**src/rtl/hsd_pkg.sv**
```systemverilog
package hsd_pkg;
    typedef enum logic [1:0] {
        ST_IDLE,
        ST_ISSUE,
        ST_WAIT,
        ST_FINISH
    } hsd_state_e;
endpackage

```
**src/rtl/hsd_lane_swap.sv**
```systemverilog
module hsd_lane_swap #(
    parameter int DW = 32
) (
    input  logic          en,
    input  logic [DW-1:0] din,
    output logic [DW-1:0] dout
);
    localparam int NH = DW / 16;

    for (genvar h = 0; h < NH; h++) begin : g_half
        assign dout[16*h +: 16] = en ? {din[16*h +: 8], din[16*h+8 +: 8]}
                                     : din[16*h +: 16];
    end
endmodule

```
**src/rtl/hsd_burst_sizer.sv**
```systemverilog
module hsd_burst_sizer #(
    parameter int LW    = 16,
    parameter int CHUNK = 64
) (
    input  logic [LW-1:0] rem,
    input  logic          chunked,
    output logic [LW-1:0] blen
);
    localparam logic [LW-1:0] CAP = LW'(CHUNK);

    always_comb begin
        blen = (chunked && (rem > CAP)) ? CAP : rem;
    end
endmodule

```
**src/rtl/hsd_addr_former.sv**
```systemverilog
module hsd_addr_former #(
    parameter int AW = 32,
    parameter int LW = 16
) (
    input  logic [AW-1:0] req_addr,
    input  logic [LW-1:0] req_len,
    input  logic [AW-1:0] base_q,
    input  logic [AW-1:0] cur_q,
    input  logic          swap,
    input  logic          stream,
    output logic [AW-1:0] start_addr,
    output logic [LW-1:0] start_len,
    output logic          eff_swap
);
    logic [AW-1:0] raw_addr;

    always_comb begin
        eff_swap   = swap && !stream;
        raw_addr   = stream ? cur_q : (req_addr | base_q);
        start_addr = eff_swap ? {raw_addr[AW-1:1], 1'b0} : raw_addr;
        start_len  = eff_swap ? {req_len[LW-1:1], 1'b0} : req_len;
    end
endmodule

```
**src/rtl/hsd_seq.sv**
```systemverilog
module hsd_seq
    import hsd_pkg::*;
#(
    parameter int AW    = 32,
    parameter int LW    = 16,
    parameter int CHUNK = 64
) (
    input  logic          clk,
    input  logic          rst_n,
    input  logic          req_valid,
    input  logic [AW-1:0] start_addr,
    input  logic [LW-1:0] start_len,
    input  logic          req_write,
    input  logic          eff_swap,
    input  logic          req_stream,
    input  logic          mem_ready,
    input  logic          mem_ack,
    output logic          busy,
    output logic          done,
    output logic          mem_valid,
    output logic [AW-1:0] mem_addr,
    output logic [LW-1:0] mem_len,
    output logic          mem_write,
    output logic          swap_act,
    output logic          adv_valid,
    output logic [LW-1:0] adv_len
);
    hsd_state_e    state_q, state_d;
    logic [AW-1:0] addr_q;
    logic [LW-1:0] rem_q;
    logic          write_q, swap_q, stream_q;
    logic [LW-1:0] blen;
    logic          accept, last_ack;

    hsd_burst_sizer #(.LW(LW), .CHUNK(CHUNK)) u_sizer (
        .rem     (rem_q),
        .chunked (swap_q && write_q),
        .blen    (blen)
    );

    assign accept   = (state_q == ST_IDLE) && req_valid;
    assign last_ack = (state_q == ST_WAIT) && mem_ack;

    always_comb begin
        state_d = state_q;
        unique case (state_q)
            ST_IDLE:   if (req_valid) state_d = (start_len == '0) ? ST_FINISH : ST_ISSUE;
            ST_ISSUE:  if (mem_ready) state_d = ST_WAIT;
            ST_WAIT:   if (mem_ack)   state_d = (rem_q == blen) ? ST_FINISH : ST_ISSUE;
            ST_FINISH: state_d = ST_IDLE;
            default:   state_d = ST_IDLE;
        endcase
    end

    always_ff @(posedge clk) begin
        if (!rst_n) state_q <= ST_IDLE;
        else        state_q <= state_d;
    end

    always_ff @(posedge clk) begin
        if (!rst_n) begin
            addr_q   <= '0;
            rem_q    <= '0;
            write_q  <= 1'b0;
            swap_q   <= 1'b0;
            stream_q <= 1'b0;
        end else if (accept) begin
            addr_q   <= start_addr;
            rem_q    <= start_len;
            write_q  <= req_write;
            swap_q   <= eff_swap;
            stream_q <= req_stream;
        end else if (last_ack) begin
            addr_q <= addr_q + AW'(blen);
            rem_q  <= rem_q - blen;
        end
    end

    always_comb begin
        busy      = (state_q != ST_IDLE);
        done      = (state_q == ST_FINISH);
        mem_valid = (state_q == ST_ISSUE);
        mem_addr  = addr_q;
        mem_len   = blen;
        mem_write = write_q;
        swap_act  = swap_q && busy;
        adv_valid = last_ack && stream_q;
        adv_len   = blen;
    end
endmodule

```
**src/rtl/hsd_dma_bridge.sv**
```systemverilog
module hsd_dma_bridge #(
    parameter int AW    = 32,
    parameter int LW    = 16,
    parameter int DW    = 32,
    parameter int CHUNK = 64
) (
    input  logic          clk,
    input  logic          rst_n,
    input  logic          base_load,
    input  logic [AW-1:0] base_data,
    input  logic          cur_load,
    input  logic [AW-1:0] cur_data,
    output logic [AW-1:0] cur_addr,
    input  logic          req_valid,
    input  logic [AW-1:0] req_addr,
    input  logic [LW-1:0] req_len,
    input  logic          req_write,
    input  logic          req_swap,
    input  logic          req_stream,
    output logic          busy,
    output logic          done,
    output logic          mem_valid,
    input  logic          mem_ready,
    output logic [AW-1:0] mem_addr,
    output logic [LW-1:0] mem_len,
    output logic          mem_write,
    input  logic          mem_ack,
    input  logic [DW-1:0] wr_data_in,
    output logic [DW-1:0] mem_wdata,
    input  logic [DW-1:0] mem_rdata,
    output logic [DW-1:0] rd_data_out
);
    logic [AW-1:0] base_q, cur_q;
    logic [AW-1:0] start_addr;
    logic [LW-1:0] start_len;
    logic          eff_swap, swap_act, adv_valid;
    logic [LW-1:0] adv_len;

    always_ff @(posedge clk) begin
        if (!rst_n) begin
            base_q <= '0;
            cur_q  <= '0;
        end else begin
            if (base_load) base_q <= base_data;
            if (cur_load)       cur_q <= cur_data;
            else if (adv_valid) cur_q <= cur_q + AW'(adv_len);
        end
    end

    assign cur_addr = cur_q;

    hsd_addr_former #(.AW(AW), .LW(LW)) u_form (
        .req_addr   (req_addr),
        .req_len    (req_len),
        .base_q     (base_q),
        .cur_q      (cur_q),
        .swap       (req_swap),
        .stream     (req_stream),
        .start_addr (start_addr),
        .start_len  (start_len),
        .eff_swap   (eff_swap)
    );

    hsd_seq #(.AW(AW), .LW(LW), .CHUNK(CHUNK)) u_seq (
        .clk        (clk),
        .rst_n      (rst_n),
        .req_valid  (req_valid),
        .start_addr (start_addr),
        .start_len  (start_len),
        .req_write  (req_write),
        .eff_swap   (eff_swap),
        .req_stream (req_stream),
        .mem_ready  (mem_ready),
        .mem_ack    (mem_ack),
        .busy       (busy),
        .done       (done),
        .mem_valid  (mem_valid),
        .mem_addr   (mem_addr),
        .mem_len    (mem_len),
        .mem_write  (mem_write),
        .swap_act   (swap_act),
        .adv_valid  (adv_valid),
        .adv_len    (adv_len)
    );

    hsd_lane_swap #(.DW(DW)) u_wswap (
        .en   (swap_act),
        .din  (wr_data_in),
        .dout (mem_wdata)
    );

    hsd_lane_swap #(.DW(DW)) u_rswap (
        .en   (swap_act),
        .din  (mem_rdata),
        .dout (rd_data_out)
    );
endmodule

```
**config.mk**
```make
export PLATFORM = sky130hd
export DESIGN_NAME = hsd_dma_bridge
export DESIGN_NICKNAME = d
export VERILOG_FILES = /design/src/rtl/hsd_pkg.sv /design/src/rtl/hsd_lane_swap.sv /design/src/rtl/hsd_burst_sizer.sv /design/src/rtl/hsd_addr_former.sv /design/src/rtl/hsd_seq.sv /design/src/rtl/hsd_dma_bridge.sv
export SDC_FILE = /design/constraint.sdc
export NUM_CORES = 1
export LEC_CHECK = 0
export BUFFER_PORTS_ARGS = -buffer_cell sky130_fd_sc_hd__buf_2
export CAP_MARGIN = 30
export CORE_MARGIN = 2
export CORE_UTILIZATION = 45
export DETAILED_ROUTE_END_ITERATION = 10
export PLACE_DENSITY = 0.73
export SYNTH_ARGS = -nofsm -noshare
export SYNTH_HDL_FRONTEND = slang
export SYNTH_SLANG_ARGS = --single-unit
```
**constraint.sdc**
```tcl
create_clock -name clk -period 5.5 [get_ports clk]
set_clock_uncertainty 0.05 [all_clocks]
set_input_delay 1.1 -clock clk [delete_from_list [all_inputs] [get_ports clk]]
set_output_delay 1.1 -clock clk [all_outputs]
set_load 0.01 [all_outputs]
```
* Word level (Yosys, flattened, before mapping)
Index checks and enable logic that the tools add are counted.
** Storage, ports and cells
- Memory bits (read-only) :: 0
- Memories kept :: 0
- Input bits :: 186
- Latch bits :: 0
- Logic and storage cells :: 54
- Register bits :: 117
- Bits in writable memories :: 0
** Cells by class
- Muxes and demuxes :: 20
- Multipliers :: 0
- Equal/unequal tests :: 7
- Magnitude comparators :: 1
- Reductions and logical operators :: 14
- Add/subtract/negate cells :: 3
- Bitwise gates (word level) :: 1
- Divide/modulo/power cells :: 0
- Shifts and indexed selects :: 0
** Operators by type and width (count)
- two-way mux 32 bit :: 5
- two-way mux 16 bit :: 7
- adder 32 x 16 -> 32 bit :: 2
- bitwise OR 32 bit :: 1
- == test 16 bit :: 1
- > comparator 16 x 7 -> 1 bit, second input constant :: 1
- zero test 16 bit :: 1
- subtractor 16 bit :: 1
- two-way mux 2 bit :: 5
- case mux 2 bit (4 select lines) :: 1
- logical AND 1 bit :: 7
- nonzero test 2 bit :: 3
- == test 2 bit, second input constant :: 2
- inequality test 2 bit, second input constant :: 2
- AND reduction 3 bit :: 1
- == test 2 x 1 -> 1 bit, second input constant :: 1
- zero test 2 bit :: 1
- two-way mux 1 bit :: 2
- inequality test 2 x 1 -> 1 bit, second input constant :: 1
- zero test 1 bit :: 1

* Depth between registers and ports, before layout
Gate-level depths: netlist (run 1).
- Depth in word-level cells :: 7
- Mapped depth :: 16
- Depth with buffers taken out :: 13

* By module
Synthesis (run 1) repeated with hierarchy kept, for this count alone.
** Unflattened totals
- Cell total of the unflattened synthesis :: 1182
- Area, all modules :: 9849.4 um^2
** By module, submodules not included
- hsd_seq :: seq. area each 1061.0 um^2, cells each 517, area an instance 4061.4 um^2, instances 1
- hsd_dma_bridge :: seq. area each 1281.2 um^2, cells each 442, area an instance 3759.9 um^2, instances 1
- hsd_lane_swap :: seq. area each 0.0 um^2, cells each 36, area an instance 544.3 um^2, instances 2
- hsd_addr_former :: seq. area each 0.0 um^2, cells each 120, area an instance 749.5 um^2, instances 1
- hsd_burst_sizer :: seq. area each 0.0 um^2, cells each 31, area an instance 190.2 um^2, instances 1

* Least setup slack after synthesis (run 1)
OpenSTA, ideal clock, no wires.
- Path kind :: reg2reg
- From :: register u_seq.rem_q[1]
- To :: register u_seq.addr_q[28], in the netlist u_seq.mem_addr[28]
- Setup time :: 122 ps
- Arrival time :: 3705 ps
- Stages on the path, launching flop included :: 15
- Path slack :: 1624 ps
- Buffers on the path :: 2
- Cell sequence :: dfxtp_1 or4_4 o31ai_1 a21oi_1 buf_2 nor2b_1 fa_1 a211oi_1 o21a_1 o31a_1 a21oi_2 a21oi_2 buf_6 o21a_1 o311a_1
** Between the ends
- Word-level cells in the longest chain between the ends :: 6
** RTL lines
- start: declaration :: RTL line hsd_seq.sv:30 : logic [LW-1:0] rem_q;
- start signal: assignment :: RTL line hsd_seq.sv:69 : rem_q <= start_len;
- start signal: assignment :: RTL line hsd_seq.sv:75 : rem_q <= rem_q - blen;
- > comparator 16 x 7 -> 1 bit :: RTL line hsd_burst_sizer.sv:12 : blen = (chunked && (rem > CAP)) ? CAP : rem;
- logical AND 1 bit :: RTL line hsd_burst_sizer.sv:12
- two-way mux 16 bit (*) :: RTL line hsd_burst_sizer.sv:12
- named net mem_len[1] :: RTL line hsd_dma_bridge.sv:25 : output logic [LW-1:0] mem_len,
- adder 32 x 16 -> 32 bit (*) :: RTL line hsd_seq.sv:74 : addr_q <= addr_q + AW'(blen);
- two-way mux 32 bit (*) :: RTL line hsd_seq.sv:73 : end else if (last_ack) begin
- two-way mux 32 bit (*) :: RTL line hsd_seq.sv:67 : end else if (accept) begin
- end signal: assignment :: RTL line hsd_seq.sv:68 : addr_q <= start_addr;
- end signal: assignment :: RTL line hsd_seq.sv:74
- end: declaration :: RTL line hsd_seq.sv:29 : logic [AW-1:0] addr_q;
Mark *: on every way through the listed nets, which the timed path passes. The rest lies on a longest branch. The select of a mux whose other input is x is not followed.
A chain may end at the register's enable or synchronous reset.

* Worst setup path in the final report (run 1)
- From :: register u_seq.rem_q[10]
- To :: register u_seq.addr_q[26], in the netlist u_seq.mem_addr[26]
** Between the ends
- Word-level cells in the longest chain between the ends :: 6
** RTL lines (RTL line)
- > comparator 16 x 7 -> 1 bit :: hsd_burst_sizer.sv:12
- logical AND 1 bit :: hsd_burst_sizer.sv:12
- two-way mux 16 bit (*) :: hsd_burst_sizer.sv:12
- adder 32 x 16 -> 32 bit (*) :: hsd_seq.sv:74
- two-way mux 32 bit (*) :: hsd_seq.sv:73
- two-way mux 32 bit (*) :: hsd_seq.sv:67
Every way passes the cells marked *; elsewhere a longest branch is shown, timed or not. The select of a mux whose other input is x is not followed.

==> impl_metrics.json, run 1 <==
{
  "power_frac_clock_pct": 39.9,
  "cpMaxStageDelayCell": "nor4_1",
  "relSlewSlack_pct": 36.8,
  "synth_fa_ha_area_share_pct": 5.34,
  "antenna_found_initial": 8,
  "critPathCaptureType": "flip-flop",
  "grt_max_degree": 91,
  "cts_buffers": 17,
  "switching_share_pct": 31.4,
  "crit_top_cell": "a21oi_2",
  "grt_pass1_wl_um": 46900,
  "initial_core_util_pct": 45.6,
  "hold_start": "u_seq.stream_q",
  "die_area_mm2": 0.0200,
  "synth-seq-cells": 117,
  "cts_resized": 0,
  "post-place-ws_ps": 1210,
  "crit_chain": "nor4_1, and4b_1, a21oi_1, buf_4, nor2b_1, ha_1, a21o_1, a211oi_1, o2bb2ai_1, a21oi_2, a21oi_2, mux2_2, o221ai_1",
  "grt-ovfl-total": 0,
  "internal_power_uw": 1950,
  "synth_area_mm2": 0.00848,
  "synthCells": 1048,
  "die_w_um": 141,
  "crit_end": "u_seq.mem_addr[26]",
  "cts_setup_buffers": 0,
  "routed_wl_um": 31000,
  "setup_viol": 0,
  "combPwrFrac_pct": 25.1,
  "hold_path.class": "reg2reg",
  "worst_pin_slew_ps": 944,
  "yosys.cell_types.count": 75,
  "synth_warnings": 0,
  "dr_total_vias": 9270,
  "r2r_slack_ps": 1050,
  "seq_area_frac_synth_pct": 27.6,
  "syn-mean-instance-area_um2": 8.09,
  "reg2reg_to": "u_seq.mem_addr[26]",
  "postCtsHoldBufs": 0,
  "irDropWorstVdd_v": 0.000211,
  "drt_iter0_markers": 561,
  "slowest_delay_ps": 600,
  "wl_per_cell_um": 19.4,
  "hold_ws_ps": 444,
  "setup_ws_ps": 1050,
  "post-route-period-util_pct": 81.0,
  "report.final.slew_viol_count": 0,
  "critPathLaunch": "u_seq.rem_q[10]",
  "cts.sinks": 117,
  "clk_path_buf_depth": 2,
  "finalWeightedCongestion": 0.948,
  "r2r.worst_path.cells": 13,
  "synth_fp_nets": 1269,
  "die_h_um": 141,
  "synth_top_family_by_area": "compound AO/OA/AOI/OAI gates",
  "drc": 0,
  "setup_tns_ps": 0,
  "dp_cells": 1564,
  "p_leak_uw": 0.00502,
  "rsz0062_at_grt": "false",
  "antenna_left": 0,
  "place_hpwl_um": 23900,
  "cts_root_buf": "clkbuf_16",
  "dr.pass1.iters": 7,
  "status": "finished clean",
  "core-area_mm2": 0.0186,
  "synthArstFlopShare_pct": 0,
  "grt_pass1_vias": 8604,
  "tritoncts": "yes",
  "required_ps": 5790,
  "start_kind": "flip-flop",
  "path_clk_slew_ps": 50,
  "regArea_mm2": 0.00234,
  "synth_mux_area_share_pct": 13.4,
  "area_delta_synth_final_pct": 28.6,
  "rows": 50,
  "layout-drive-gt1-share_pct": 33.7,
  "cp.arrival_ps": 4740,
  "finalNetCount": 1570,
  "mostFrequentLayoutCells": "buf_2, dfxtp_1, nand2_1, a21oi_1, nor2_1",
  "layoutNonFillerInstCount": 1597,
  "synth_compound_area_share_pct": 24.1,
  "clock_latency_ps": 430,
  "numPortBuffers": 333,
  "r2r_start": "u_seq.rem_q[10]",
  "layout_commonest_cell": "buf_2",
  "fillCellCount": 1740,
  "switchingPower_uw": 890,
  "via_per_inst": 5.80,
  "worstSetupPathType": "reg2reg",
  "synth_simple_gate_area_share_pct": 21.6,
  "powerDensity_mw_per_mm2": 260,
  "ys.flop_type": "dfxtp_1",
  "htree_levels": 4,
  "period_minus_slack_ps": 4450,
  "grt_util_all_layers_pct": 30.0,
  "synthXorXnorAreaFrac_pct": 4.23,
  "synth_edf_count": 0,
  "io_pins": 334,
  "hold_viol": 0,
  "max_freq_mhz": 225,
  "whs_path_depth": 2,
  "maxCapViolations": 0,
  "seqPwrFrac_pct": 35.0,
  "multi_input_area_mm2": 0.00582,
  "critical_path.max_fanout": 13
}
metal layers:
metal	vias to the layer above	routed length (um)	part of all wire (%)	global-route usage [%]
li1	4452	-	-	-
met1	4321	12200	39	36.4
met2	423	15200	49	51.8
met3	72	2450	7.9	5.94
met4	2	1110	3.6	12.8
met5	-	13	0.042	0
stage by stage:
stage                     instance area [um^2]  util [%]  total power (uW)
final                                    10900      58.7              2840
after global routing                     10900      58.7              2960
after CTS                                10900      58.7              2840
after detailed placement                 10300      55.5              1710
after global placement                   10300      55.3              1690
after floorplan                           8480         -              1430
cell type report:
type	instances	share of cell area (%)
timing repair buffer	346	16.5
tap	234	2.69
clock buffer	23	4.20
sequential	117	21.5
multi-input combinational	851	53.4
inverter	16	0.551
antenna	1	0.0230
clock inverter	9	1.17
cell families after synthesis:
family / Yosys count
AOI/OAI and AO/OA: 307
xor gates and xnor gates: 41
adders and majority gates: 35
other: 1
buffers and inverters: 80
and+or+nand+nor: 362
muxes: 105
DFF: 117
critical path, delay by kind of cell (launching register included):
kind	cells	cell delay (ps)
adder cells (fa/ha/maj)	1	390
multiplexers	1	400
AND/OR/NAND/NOR	3	1250
AO/OA/AOI/OAI	7	1640
buffers and inverters	1	260
flip-flops	1	380
power by group through the flow:
stage               logic [uW]  clock network (uW)  registers (uW)
finish                     713                1130             992
global route               781                1180            1000
CTS                        709                1140             990
detailed placement         703                   0            1010
global placement           689                   0            1010
floorplan                  424                   0            1000
synthesized netlist by cell type (17+ instances only):
cell | count | share of area, %
dfxtp_1 | 117 | 28
o21ai_0 | 64 | 3.8
mux2i_1 | 39 | 4.6
o211ai_1 | 23 | 2.0
and3_1 | 17 | 1.3
a21oi_1 | 90 | 5.3
nor3_1 | 24 | 1.4
ha_1 | 33 | 4.9
nor2_1 | 76 | 3.4
clkbuf_1 | 50 | 2.2
nand3_1 | 28 | 1.7
nor2b_1 | 66 | 4.9
xor2_1 | 25 | 2.6
mux2_2 | 66 | 8.8
nand2_1 | 91 | 4.0
how the worst min path moves through the flow:
stage / to
3_5_place_dp: u_seq.stream_q
6_report: u_seq.stream_q
3_3_place_gp: u_seq.stream_q
2_1_floorplan: u_seq.stream_q
5_1_grt: base_q[3]
4_1_cts: u_seq.stream_q
flip-flops by register name, summed over array words and instances, names as in the netlist:
register / flops
base_q: 32
cur_addr: 32
u_seq.mem_addr: 32
u_seq.mem_write: 1
u_seq.rem_q: 16
u_seq.state_q: 2
u_seq.stream_q: 1
u_seq.swap_q: 1
Note: power is estimated with default switching activity, not from simulation.
==> run 2, diff against run 1 <==
clock period = 4.1 ns   (was 5.5 ns; I/O delays follow)
==> run 2 against run 1 <==
Compared with the run above:
- the run now ends with setup timing left
- combinational power is 39% higher
- wire length is 0.85% higher
- setup slack worse by 1000 ps
- critical endpoint is now cur_addr[14]
- maximum frequency is 8.6% higher
- largest cell class unchanged
==> impl_metrics.json, run 2 (synthesis results as in run 1) <==
{
  "status": "finished, violations left",
  "violations": "setup timing",
  "cts_root_buf": "clkbuf_16",
  "utilization_pct": 60.3,
  "mostFrequentLayoutCells": "buf_2, dfxtp_1, nand2_1",
  "required_ps": 4350,
  "postCtsHoldBufs": 0,
  "path_clk_slew_ps": 60,
  "grt_pass1_vias": 8594,
  "finalWeightedCongestion": 0.943,
  "irDropWorstVdd_v": 0.000313,
  "area_delta_synth_final_pct": 32.0,
  "layout-drive-gt1-share_pct": 35.8,
  "max_freq_mhz": 244,
  "place_hpwl_um": 24000,
  "grt-ovfl-total": 0,
  "clk_path_buf_depth": 2,
  "setup_viol": 1,
  "start_kind": "flip-flop",
  "switchingPower_uw": 1220,
  "post-route-period-util_pct": 100,
  "io_pins": 334,
  "post-place-ws_ps": 76.7,
  "antenna_found_initial": 5,
  "hold_ws_ps": 446,
  "power_frac_clock_pct": 41.8,
  "core-area_mm2": 0.0186,
  "grt_pass1_wl_um": 46700,
  "maxCapViolations": 0,
  "hold_viol": 0,
  "cp.arrival_ps": 4350,
  "rows": 50,
  "initial_core_util_pct": 45.6,
  "antenna_left": 0,
  "critical_path.max_fanout": 12,
  "worst_pin_slew_ps": 1050,
  "grt_util_all_layers_pct": 29.8,
  "finalNetCount": 1594,
  "die_area_mm2": 0.0200,
  "combPwrFrac_pct": 24.8,
  "seqPwrFrac_pct": 33.4,
  "relSlewSlack_pct": 29.8,
  "drt_iter0_markers": 656,
  "powerDensity_mw_per_mm2": 356,
  "p_leak_uw": 0.00518,
  "grt_max_degree": 65,
  "dr.pass1.iters": 5,
  "drc": 0,
  "internal_power_uw": 2770,
  "numPortBuffers": 333,
  "cts.sinks": 117,
  "routed_wl_um": 31300,
  "setup_ws_ps": -0.323,
  "via_per_inst": 5.79,
  "htree_levels": 4,
  "die_h_um": 141,
  "layout_commonest_cell": "buf_2",
  "die_w_um": 141,
  "switching_share_pct": 30.5,
  "tritoncts": "yes",
  "report.final.slew_viol_count": 0,
  "hold_path.class": "reg2reg",
  "critPathCaptureType": "flip-flop",
  "period_minus_slack_ps": 4100,
  "wl_per_cell_um": 19.3,
  "dr_total_vias": 9390,
  "worstSetupPathType": "reg2reg",
  "cts_buffers": 17,
  "clock_latency_ps": 430
}
-- run 2: final timing paths --
path	startpoint	endpoint	slack, ps	depth (start not counted)
max reg2reg	u_seq.rem_q[1]	cur_addr[14]	-0.3	14
min	u_seq.stream_q	u_seq.stream_q	450	2
max	u_seq.rem_q[1]	cur_addr[14]	-0.3	14
min reg2reg	u_seq.stream_q	u_seq.stream_q	450	2
-- run 2: what timing repair did --
action,in CTS,in global routing
buffers inserted,0,2
gates resized for setup,1,9
hold endpoints to repair,0,0
setup endpoints to repair,1,27
pin swaps,0,2
-- run 2: layout make-up --
type	instances	area (um^2)
fillers	1699	7380
clock inverters	10	169
inverters	16	60.1
clock buffers	22	494
repair buffers	370	1970
flip-flops and latches	117	2340
diodes	1	2.50
well taps	234	293
multi-input cells	851	5870
-- run 2: power by group through the flow --
stage / clock [uW] / combinational, uW / sequential, uW
global route: 1720 / 1080 / 1340
global placement: 0 / 955 / 1350
detailed placement: 0 / 965 / 1350
CTS: 1680 / 972 / 1330
finish: 1660 / 990 / 1330
floorplan: 0 / 569 / 1340
-- run 2: critical path, stage by stage (launching register included) --
cell,delay (ps)
dfxtp_1,320
or4_4,580
o31ai_2,270
a21oi_2,160
buf_4,210
or2_2,340
ha_1,240
a211oi_1,320
o211ai_1,160
a221oi_1,420
buf_4,190
o31ai_1,80
mux2i_1,140
o31ai_1,390
a21oi_1,110
-- run 2: per-layer routing --
metal  vias up  track usage (%)  share of wire (%)
met2       442             51.4                 48
met4         0             11.0                3.4
met5         -                0                  0
met3        65             5.03                7.0
met1      4363             37.4                 41
li1       4520                -                  -
-- run 2: metrics by stage --
step           power (uW)  setup TNS (ps)  std cells  cell area (um^2)
6_report             3980          -0.323       1621             11200
5_1_grt              4140            -472       1621             11200
4_1_cts              3970               0       1617             11100
3_5_place_dp         2310               0       1585             10500
3_3_place_gp         2300               0       1584             10400
2_1_floorplan        1910               0       1048              8480
==> run 3, diff against run 2 <==
PLACE_DENSITY = 0.71   (was 0.73)
SYNTH_HIERARCHICAL = 1   (was default)
==> run 3 against run 2 <==
Compared with the run above:
- the run now ends clean
- total power grew 5.2%
- setup slack gained 280 ps
- die area grew 16%
- critical path type unchanged
- non-clock buffer count shrank 20
- synthesized cell count grew 13%
==> impl_metrics.json, run 3 <==
{
  "start_kind": "flip-flop",
  "yosysTopAreaCell": "dfxtp_1",
  "grt_pass1_wl_um": 52400,
  "post-route-period-util_pct": 93.1,
  "max_freq_mhz": 262,
  "fillCellCount": 2083,
  "die_area_mm2": 0.0231,
  "area_delta_synth_final_pct": 20.8,
  "antenna_found_initial": 1,
  "finalWeightedCongestion": 0.871,
  "drt_iter0_markers": 724,
  "layout_commonest_cell": "buf_2",
  "period_minus_slack_ps": 3820,
  "routed_wl_um": 33800,
  "critPathCaptureType": "flip-flop",
  "initial_core_util_pct": 45.6,
  "yosysMostFrequentCell": "nor2_1",
  "post-place-ws_ps": 379,
  "grt_util_all_layers_pct": 28.1,
  "core-area_mm2": 0.0216,
  "synth_fp_nets": 1418,
  "die_h_um": 152,
  "cts_setup_buffers": 0,
  "cts_resized": 0,
  "synth_area_mm2": 0.00985,
  "setup_viol": 0,
  "seq_area_frac_synth_pct": 23.8,
  "hold_viol": 0,
  "wl_per_cell_um": 19.3,
  "cts.sinks": 117,
  "drc": 0,
  "report.final.slew_viol_count": 0,
  "irDropWorstVdd_v": 0.000280,
  "synth-seq-cells": 117,
  "worst_pin_slew_ps": 969,
  "multi_input_area_mm2": 0.00664,
  "powerDensity_mw_per_mm2": 352,
  "hold_ws_ps": 397,
  "maxCapViolations": 0,
  "fin_total_pwr_uw": 4190,
  "synth_common_cells": "nor2_1, dfxtp_1, nand2_1",
  "grt_pass1_vias": 9608,
  "grt_max_degree": 66,
  "synthArstFlopShare_pct": 0,
  "dr_total_vias": 10100,
  "synthCells": 1182,
  "relSlewSlack_pct": 35.3,
  "mostFrequentLayoutCells": "buf_2, nor2_1, dfxtp_1",
  "required_ps": 4390,
  "setup_tns_ps": 0,
  "die_w_um": 152,
  "synth_area_leaders": "dfxtp_1, mux2_4, ha_1",
  "layout-drive-gt1-share_pct": 34.5,
  "cp.arrival_ps": 4100,
  "hold_path.class": "reg2reg",
  "finalNetCount": 1692,
  "numPortBuffers": 333,
  "htree_levels": 4,
  "syn-mean-instance-area_um2": 8.33,
  "cts_buffers": 17,
  "synth_top_area_share_pct": 23.8,
  "dr.pass1.iters": 6,
  "clk_path_buf_depth": 2,
  "yosys.cell_types.count": 95,
  "fin_area_mm2": 0.0119,
  "p_leak_uw": 0.00548,
  "rows": 54,
  "via_per_inst": 5.78,
  "synth_warnings": 6,
  "status": "finished clean",
  "place_hpwl_um": 26100,
  "grt-ovfl-total": 0,
  "postCtsHoldBufs": 0,
  "rsz0062_at_grt": "false",
  "io_pins": 334,
  "worstSetupPathType": "reg2reg",
  "regArea_mm2": 0.00234,
  "setup_ws_ps": 282,
  "clock_latency_ps": 430,
  "path_clk_slew_ps": 60,
  "place_area_mm2": 0.0113,
  "antenna_left": 0,
  "tritoncts": "yes",
  "ys.flop_type": "dfxtp_1",
  "cts_root_buf": "clkbuf_16",
  "critical_path.max_fanout": 10,
  "synth_edf_count": 0
}
[run 3: report_power, final]
group | leakage (uW) | switching, uW | internal, uW
Clock | 0.000288 | 557 | 978
Combinational | 0.00423 | 746 | 567
Sequential | 0.000966 | 112 | 1230
Total | 0.00548 | 1420 | 2780
[run 3: worst max-delay path: stages (launching register included)]
cell and delay [ps]:
dfxtp_1 320, and2_1 270, nand2_1 210, a21oi_1 130, nor3b_1 620, ha_1 410
and2_2 210, a221o_1 350, a211o_1 310, a21o_4 220, o21ai_4 280, o31ai_1 120
a31oi_1 210
[run 3: area by class of cell]
class	instances	share of cell area [%]
diodes	1	0.0210
clock buffers	21	3.87
clock inverters	10	1.09
inverters	40	1.26
multi-input cells	930	55.8
flip-flops and latches	117	19.7
well taps	280	2.95
repair buffers	350	15.3
[run 3: logic make-up after synthesis]
group,synth area share [%]
AO/OA/AOI/OAI,25.1
XOR/XNOR,3.38
adder cells (fa/ha/maj),6.58
buffers and inverters,8.88
flip-flops,23.8
multiplexers,13.6
AND/OR/NAND/NOR,18.7
[run 3: worst paths after layout]
| path | startpoint | end | slack [ps] | depth (start not counted) |
|---|---|---|---|---|
| setup / recovery | u_seq/mem_write | u_seq/mem_addr[26] | 280 | 12 |
| hold / removal | u_seq/stream_q | u_seq/stream_q | 400 | 2 |
| setup reg to reg | u_seq/mem_write | u_seq/mem_addr[26] | 280 | 12 |
| hold reg to reg | u_seq/stream_q | u_seq/stream_q | 400 | 2 |
[run 3: through the flow]
step | instances | util, %
floorplan | 1182 | -
global placement | 1716 | 52.2
detailed placement | 1716 | 52.2
CTS | 1747 | 54.9
global route | 1749 | 55.0
finish | 1749 | 55.0
[run 3: per-layer routing]
metal	GRT usage, %	up-vias	share of wire, %
met4	10.1	0	3.2
met5	0	-	0
met2	49.4	414	50
met3	5.79	67	6.9
li1	-	4860	-
met1	33.8	4772	40
